==> src/rtl/smb_ptr_pkg.sv <==
package smb_ptr_pkg;

  typedef enum logic [3:0] {
    ST_IDLE, ST_ADDR, ST_ADDR_ACK, ST_PTR, ST_PTR_ACK,
    ST_DATA, ST_DATA_ACK, ST_TX, ST_TX_ACK, ST_SKIP
  } smbState_t;

  // strobes from control to datapath
  typedef struct packed {
    logic clrBits;
    logic shiftIn;
    logic latchAddr;
    logic loadPtr;
    logic wrStrobe;
    logic loadTx;
    logic shiftTx;
  } smbStrobe_t;

  // events from datapath to control
  typedef struct packed {
    logic       startDet;
    logic       stopDet;
    logic       sclRise;
    logic       sclFall;
    logic [3:0] bitCnt;
    logic       addrHit;
    logic       rwBit;
    logic       txBit;
    logic       timeoutHit;
  } smbEvent_t;

endpackage

==> src/rtl/smb_ptr_dp.sv <==
module smb_ptr_dp
  import smb_ptr_pkg::*;
#(
  parameter logic [6:0] ADDR_DEF  = 7'h2E,
  parameter logic [6:0] ADDR_SEL0 = 7'h2C,
  parameter logic [6:0] ADDR_SEL1 = 7'h2D,
  parameter logic [7:0] CFG_ADDR  = 8'h40,
  parameter int         TO_BIT    = 6,
  parameter int         LOCK_BIT  = 1,
  parameter logic [7:0] LOCK_LO   = 8'h40,
  parameter logic [7:0] LOCK_HI   = 8'h7F,
  parameter int         TO_CYCLES = 3500000
) (
  input  logic       clk,
  input  logic       rstN,
  input  logic       sclIn,
  input  logic       sdaIn,
  input  logic       strapEn,
  input  logic       strapSel,
  input  logic       busBusy,
  input  smbStrobe_t strb,
  output smbEvent_t  ev,
  output logic [7:0] regAddr,
  output logic       regWrEn,
  output logic [7:0] regWrData,
  input  logic [7:0] regRdData,
  output logic       addrLocked,
  output logic [6:0] slvAddr,
  output logic       lockBit
);

  localparam int        TO_W    = $clog2(TO_CYCLES + 1);
  localparam logic [TO_W-1:0] TO_LAST = TO_W'(TO_CYCLES - 1);

  logic [2:0] sclQ, sdaQ;
  logic [7:0] shiftReg, ptr, txReg;
  logic [3:0] bitCnt;
  logic [TO_W-1:0] toCnt;
  logic toEn;
  logic [6:0] candAddr, matchAddr;
  logic wrBlocked, anyEdge;

  always_ff @(posedge clk or negedge rstN) begin
    if (!rstN) begin
      sclQ <= 3'b111;
      sdaQ <= 3'b111;
    end else begin
      sclQ <= {sclQ[1:0], sclIn};
      sdaQ <= {sdaQ[1:0], sdaIn};
    end
  end

  assign candAddr  = strapEn ? ADDR_DEF : (strapSel ? ADDR_SEL1 : ADDR_SEL0);
  assign matchAddr = addrLocked ? slvAddr : candAddr;
  assign wrBlocked = lockBit && (ptr >= LOCK_LO) && (ptr <= LOCK_HI);
  assign anyEdge   = (sclQ[1] ^ sclQ[2]) | (sdaQ[1] ^ sdaQ[2]);
  assign regAddr   = ptr;

  always_comb begin
    ev.sclRise    = sclQ[1] & ~sclQ[2];
    ev.sclFall    = ~sclQ[1] & sclQ[2];
    ev.startDet   = ~sdaQ[1] & sdaQ[2] & sclQ[1];
    ev.stopDet    = sdaQ[1] & ~sdaQ[2] & sclQ[1];
    ev.bitCnt     = bitCnt;
    ev.addrHit    = (shiftReg[6:0] == matchAddr);
    ev.rwBit      = sdaQ[1];
    ev.txBit      = txReg[7];
    ev.timeoutHit = toEn && busBusy && (toCnt == TO_LAST);
  end

  always_ff @(posedge clk or negedge rstN) begin
    if (!rstN) begin
      shiftReg   <= '0;
      bitCnt     <= '0;
      ptr        <= '0;
      txReg      <= '1;
      addrLocked <= 1'b0;
      slvAddr    <= ADDR_DEF;
      regWrEn    <= 1'b0;
      regWrData  <= '0;
      toEn       <= 1'b0;
      lockBit    <= 1'b0;
      toCnt      <= '0;
    end else begin
      if (strb.clrBits)      bitCnt <= '0;
      else if (strb.shiftIn) bitCnt <= bitCnt + 4'd1;
      if (strb.shiftIn) shiftReg <= {shiftReg[6:0], sdaQ[1]};

      if (strb.latchAddr && !addrLocked) begin
        addrLocked <= 1'b1;
        slvAddr    <= candAddr;
      end

      if (strb.loadPtr) ptr <= shiftReg;

      regWrEn   <= strb.wrStrobe && !wrBlocked;
      regWrData <= shiftReg;
      if (strb.wrStrobe && !wrBlocked && ptr == CFG_ADDR) begin
        toEn    <= shiftReg[TO_BIT];
        lockBit <= lockBit | shiftReg[LOCK_BIT];
      end

      if (strb.loadTx)       txReg <= regRdData;
      else if (strb.shiftTx) txReg <= {txReg[6:0], 1'b1};

      if (!busBusy || anyEdge)  toCnt <= '0;
      else if (toCnt != TO_LAST) toCnt <= toCnt + 1'b1;
    end
  end

endmodule

==> src/rtl/smb_ptr_ctrl.sv <==
module smb_ptr_ctrl
  import smb_ptr_pkg::*;
(
  input  logic       clk,
  input  logic       rstN,
  input  smbEvent_t  ev,
  output smbStrobe_t strb,
  output logic       sdaOe,
  output logic       busBusy
);

  smbState_t state, nxt;
  logic hitQ, rwQ;

  always_comb begin
    nxt  = state;
    strb = '0;
    if (ev.stopDet) begin
      nxt = ST_IDLE;
    end else if (ev.startDet) begin
      nxt = ST_ADDR;
      strb.clrBits = 1'b1;
    end else if (ev.timeoutHit) begin
      nxt = ST_IDLE;
    end else begin
      case (state)
        ST_ADDR: begin
          if (ev.sclRise && ev.bitCnt < 4'd8) strb.shiftIn = 1'b1;
          if (ev.sclRise && ev.bitCnt == 4'd7 && ev.addrHit) strb.latchAddr = 1'b1;
          if (ev.sclFall && ev.bitCnt == 4'd8) begin
            strb.clrBits = 1'b1;
            nxt = hitQ ? ST_ADDR_ACK : ST_SKIP;
          end
        end
        ST_ADDR_ACK: if (ev.sclFall) begin
          strb.clrBits = 1'b1;
          if (rwQ) begin
            strb.loadTx = 1'b1;
            nxt = ST_TX;
          end else begin
            nxt = ST_PTR;
          end
        end
        ST_PTR: begin
          if (ev.sclRise && ev.bitCnt < 4'd8) strb.shiftIn = 1'b1;
          if (ev.sclFall && ev.bitCnt == 4'd8) begin
            strb.loadPtr = 1'b1;
            strb.clrBits = 1'b1;
            nxt = ST_PTR_ACK;
          end
        end
        ST_PTR_ACK: if (ev.sclFall) nxt = ST_DATA;
        ST_DATA: begin
          if (ev.sclRise && ev.bitCnt < 4'd8) strb.shiftIn = 1'b1;
          if (ev.sclFall && ev.bitCnt == 4'd8) begin
            strb.wrStrobe = 1'b1;
            strb.clrBits  = 1'b1;
            nxt = ST_DATA_ACK;
          end
        end
        ST_DATA_ACK: if (ev.sclFall) nxt = ST_SKIP;
        ST_TX: begin
          if (ev.sclRise && ev.bitCnt < 4'd8) strb.shiftIn = 1'b1;
          if (ev.sclFall) begin
            if (ev.bitCnt == 4'd8) nxt = ST_TX_ACK;
            else                   strb.shiftTx = 1'b1;
          end
        end
        ST_TX_ACK: if (ev.sclFall) nxt = ST_SKIP;
        default: nxt = state;
      endcase
    end
  end

  always_ff @(posedge clk or negedge rstN) begin
    if (!rstN) begin
      state <= ST_IDLE;
      hitQ  <= 1'b0;
      rwQ   <= 1'b0;
    end else begin
      state <= nxt;
      if (state == ST_ADDR && ev.sclRise && ev.bitCnt == 4'd7) begin
        hitQ <= ev.addrHit;
        rwQ  <= ev.rwBit;
      end
    end
  end

  assign sdaOe = (state == ST_ADDR_ACK) || (state == ST_PTR_ACK) ||
                 (state == ST_DATA_ACK) || (state == ST_TX && !ev.txBit);
  assign busBusy = (state != ST_IDLE);

endmodule

==> src/rtl/smb_ptr_slave.sv <==
module smb_ptr_slave
  import smb_ptr_pkg::*;
#(
  parameter logic [6:0] ADDR_DEF  = 7'h2E,
  parameter logic [6:0] ADDR_SEL0 = 7'h2C,
  parameter logic [6:0] ADDR_SEL1 = 7'h2D,
  parameter logic [7:0] CFG_ADDR  = 8'h40,
  parameter int         TO_BIT    = 6,
  parameter int         LOCK_BIT  = 1,
  parameter logic [7:0] LOCK_LO   = 8'h40,
  parameter logic [7:0] LOCK_HI   = 8'h7F,
  parameter int         TO_CYCLES = 3500000
) (
  input  logic       clk,
  input  logic       rstN,
  input  logic       sclIn,
  input  logic       sdaIn,
  input  logic       strapEn,
  input  logic       strapSel,
  output logic       sdaOe,
  output logic [7:0] regAddr,
  output logic       regWrEn,
  output logic [7:0] regWrData,
  input  logic [7:0] regRdData
);

  smbStrobe_t ctlStrb;
  smbEvent_t  dpEv;
  logic       busBusy;
  logic       addrLocked;
  logic [6:0] slvAddr;
  logic       lockBit;
  logic       ptrLoad;
  logic       timeoutHit;

  assign ptrLoad    = ctlStrb.loadPtr;
  assign timeoutHit = dpEv.timeoutHit;

  smb_ptr_dp #(
    .ADDR_DEF(ADDR_DEF), .ADDR_SEL0(ADDR_SEL0), .ADDR_SEL1(ADDR_SEL1),
    .CFG_ADDR(CFG_ADDR), .TO_BIT(TO_BIT), .LOCK_BIT(LOCK_BIT),
    .LOCK_LO(LOCK_LO), .LOCK_HI(LOCK_HI), .TO_CYCLES(TO_CYCLES)
  ) u_dp (
    .clk(clk), .rstN(rstN), .sclIn(sclIn), .sdaIn(sdaIn),
    .strapEn(strapEn), .strapSel(strapSel), .busBusy(busBusy),
    .strb(ctlStrb), .ev(dpEv),
    .regAddr(regAddr), .regWrEn(regWrEn), .regWrData(regWrData),
    .regRdData(regRdData),
    .addrLocked(addrLocked), .slvAddr(slvAddr), .lockBit(lockBit)
  );

  smb_ptr_ctrl u_ctrl (
    .clk(clk), .rstN(rstN), .ev(dpEv), .strb(ctlStrb),
    .sdaOe(sdaOe), .busBusy(busBusy)
  );

endmodule

==> config.mk <==
export PLATFORM = sky130hd
export DESIGN_NAME = smb_ptr_slave
export DESIGN_NICKNAME = d
export VERILOG_FILES = /design/src/rtl/smb_ptr_pkg.sv /design/src/rtl/smb_ptr_dp.sv /design/src/rtl/smb_ptr_ctrl.sv /design/src/rtl/smb_ptr_slave.sv
export SDC_FILE = /design/constraint.sdc
export NUM_CORES = 1
export LEC_CHECK = 0
export CAP_MARGIN = 20
export CORE_MARGIN = 1
export CORE_UTILIZATION = 40
export CTS_CLUSTER_SIZE = 30
export DETAILED_ROUTE_END_ITERATION = 12
export DONT_BUFFER_PORTS = 1
export PLACE_DENSITY = 0.59
export SYNTH_ARGS = -nofsm -noshare
export SYNTH_HDL_FRONTEND = slang
export SYNTH_SLANG_ARGS = --single-unit
==> constraint.sdc <==
create_clock -name clk -period 6.85 [get_ports clk]
set_input_delay 0.685 -clock clk [delete_from_list [all_inputs] [get_ports clk]]
set_output_delay 0.685 -clock clk [all_outputs]
set_load 0.01 [all_outputs]
==> run metrics <==
Num Clock Sinks=between 70 and 80; Final min period=between 2 and 3 ns; CTS resizes=0; CTS tree=yes; deepest clock path buffer count=2; Setup crit end kind=register; RSZ-0062 raised after global routing=false; Power Density=231 nW/um^2; Initial Utilization=a little over two fifths; Comb pwr share=7.0%; Setup crit start kind=register; WL final=7.61 mm; first-pass iteration count of the detailed router=8; mean post-synth cell area=11.0 sq um; setup violators final=0; Die Y-Extent=98.1 um; LEAKAGE=1.67 nW; DRC errors left=3; initial antenna violation count=0; die area=9620 sq um; Placer Congestion=between 0.8 and 0.9; warnings from Yosys=0; post-synthesis sequential area ratio=52.0%; Pins Over Slew Limit=0; Sum Neg Setup Slack=0 ns; ys async rst share=100%; Sw Share=27.0%; clock latency on the worst-skew pair=0.35 ns; GRT overflow=0; top cell type's share of synthesized area=41.3%; row count=34; count of boundary I/O pins=32; Post-synth EDFFs=0; Post-DRT Antenna Nets=0; Final period util=42.3%; Sw Pwr=247 uW; Synth Register Bits=76; Seq pwr share=59.4%; Hold Crit Class=in -> async; Yosys cell types=55; Setup Fix Bufs, Post-CTS=0; initial drt markers=132; CTS Buf Count=9; WL/cell=16.9 um; post-layout util=44.8%; cell internal pwr=669 uW; worst path required time=slightly above 7 ns; final hold violations=0; Setup CP Type=reg -> reg; Worst Path Arrival=3.14 ns; Mapped Cells=337; commonest non-fill, non-tap cell in the layout=dfrtp_1; clk root buf=clkbuf_8; commonest non-fill, non-tap cells in the layout=dfrtp_1, nor2_1, o21ai_0; Final nets=359; # diodes=0; core box area=8850 sq um; Slew Limit Headroom=39.4%; Synth Flop Type=dfrtp_1; Vias/cell=5.63; largest net degree at the start of global routing=77; total number of vias=about 2500; HPWL after DPL=approximately 5.0 mm; top cells by area, synth=dfrtp_1, dfstp_2, mux2_4; Clock Skew=0.0101 ns; Chip Width=between 90 and 100 um; failing checks=design-rule violations; Least-Margin Pin Slew=between 0.9 and 1 ns; Synth Cell Area=3690 sq um; Clk pin slew, worst setup/hold paths=0.08 ns; syn nets=358; Peak Freq=0.345 GHz; vias in the first global route=2585; outcome=complete, but fails checks; max-capacitance violation count=0; largest area contributor in the netlist=dfrtp_1; Synth-to-Final Area Change=7.32%; # port buffers=0; share of cells above drive strength 1=between 10% and 20%; global-route wire length before repair=about 13 mm; Clock Power Share=33.6%; Tot GR Track Use=16.7%; H-tree levels=3; crit-path max FO=11; Max VDD drop=between 0.1 and 0.15 mV
[cells by family after synthesis]
kind of cell | after synthesis | synth area share [%]
fa+ha+maj | 7 | 2.37
simple gates | 133 | 20.4
mux | 20 | 7.08
xor+xnor | 19 | 4.51
compound gates | 60 | 10.9
flops | 76 | 52.0
buf+inv | 22 | 2.74
[synth_stat cells (all sizes together), types with 7 or more instances]
library cell	count
a31oi	8
buf	7
a21oi	8
dfstp	15
xor2	12
dfrtp	61
nor3	17
mux2	19
nand3	14
xnor2	7
nor2	27
ha	7
inv	9
nand4	13
nand2	18
o21ai	20
[critical path: stages (launching register included)]
cell and delay, ns:
dfrtp_1 0.38, ha_1 0.24, and4bb_2 0.26, nand3_1 0.25, o31ai_2 0.78, or4b_1 0.54, mux2_4 0.34
[per-layer routing]
metal	global-route usage [%]	part of all wire, %	vias up
met5	0	0	-
met4	6.18	1.5	0
met3	5.30	5.1	10
met2	25.7	46	57
met1	22.1	48	1244
li1	-	-	1223
[stage by stage]
| step | worst slack (ns) | instance area [sq um] | hold slack (ns) | std cells | power (mW) |
|---|---|---|---|---|---|
| 2_1_floorplan | 4.56 | 3690 | 0.345 | 337 | 0.592 |
| 3_3_place_gp | 4.06 | 3770 | 0.347 | 433 | 0.613 |
| 3_5_place_dp | 3.95 | 3770 | 0.347 | 433 | 0.613 |
| 4_1_cts | 3.93 | 3940 | 0.00346 | 448 | 0.930 |
| 5_1_grt | 3.71 | 3960 | 0.000727 | 450 | 0.961 |
| 6_report | 3.95 | 3960 | 0.0227 | 450 | 0.917 |
[power by group through the flow]
stage | Combinational, mW | Clock [mW] | Sequential [mW]
2_1_floorplan | 0.0546 | 0 | 0.538
3_3_place_gp | 0.0599 | 0 | 0.553
3_5_place_dp | 0.0616 | 0 | 0.552
4_1_cts | 0.0619 | 0.322 | 0.545
5_1_grt | 0.0722 | 0.337 | 0.552
6_report | 0.0643 | 0.308 | 0.545
[state kept, by name (all words and copies together), names as in the netlist]
name,flops
u_ctrl.rwQ,1
u_dp.toEn,1
u_ctrl.hitQ,1
u_ctrl.state,4
u_dp.slvAddr,2
u_dp.regAddr,8
u_dp.shiftReg,8
u_dp.regWrData,8
u_dp.regWrEn,1
u_dp.addrLocked,1
u_dp.sclQ,3
u_dp.bitCnt,4
u_dp.txReg,8
u_dp.lockBit,1
u_dp.sdaQ,3
u_dp.toCnt,22
[area by class of cell]
type	count	area, sq um
timing repair buffer	3	27.5
fill	859	4890
multi-input combinational	239	1670
clock buffer	10	138
sequential	76	1920
inverter	9	33.8
tap	108	135
clock inverter	5	37.5
[repair_timing]
action / CTS / global route
setup endpoints to repair: 0 / 0
hold endpoints to repair: 0 / 15
hold buffers: 0 / 2
[worst paths after layout]
kind                       slack, ns           from  depth (start not counted)               to
setup / recovery                3.95  u_dp.toCnt[0]                          6  u_dp.regAddr[2]
hold / removal                  0.02           rstN                          0   u_dp.toCnt[10]
setup reg to reg                3.95  u_dp.toCnt[0]                          6  u_dp.regAddr[2]
hold reg to reg                 0.36   u_dp.sclQ[0]                          0     u_dp.sclQ[1]
max in group asynchronous       5.47           rstN                          1  u_ctrl.state[0]
min in group clk                0.33          sdaIn                          0     u_dp.sdaQ[0]
No activity file was read; power rests on OpenSTA's default activity.
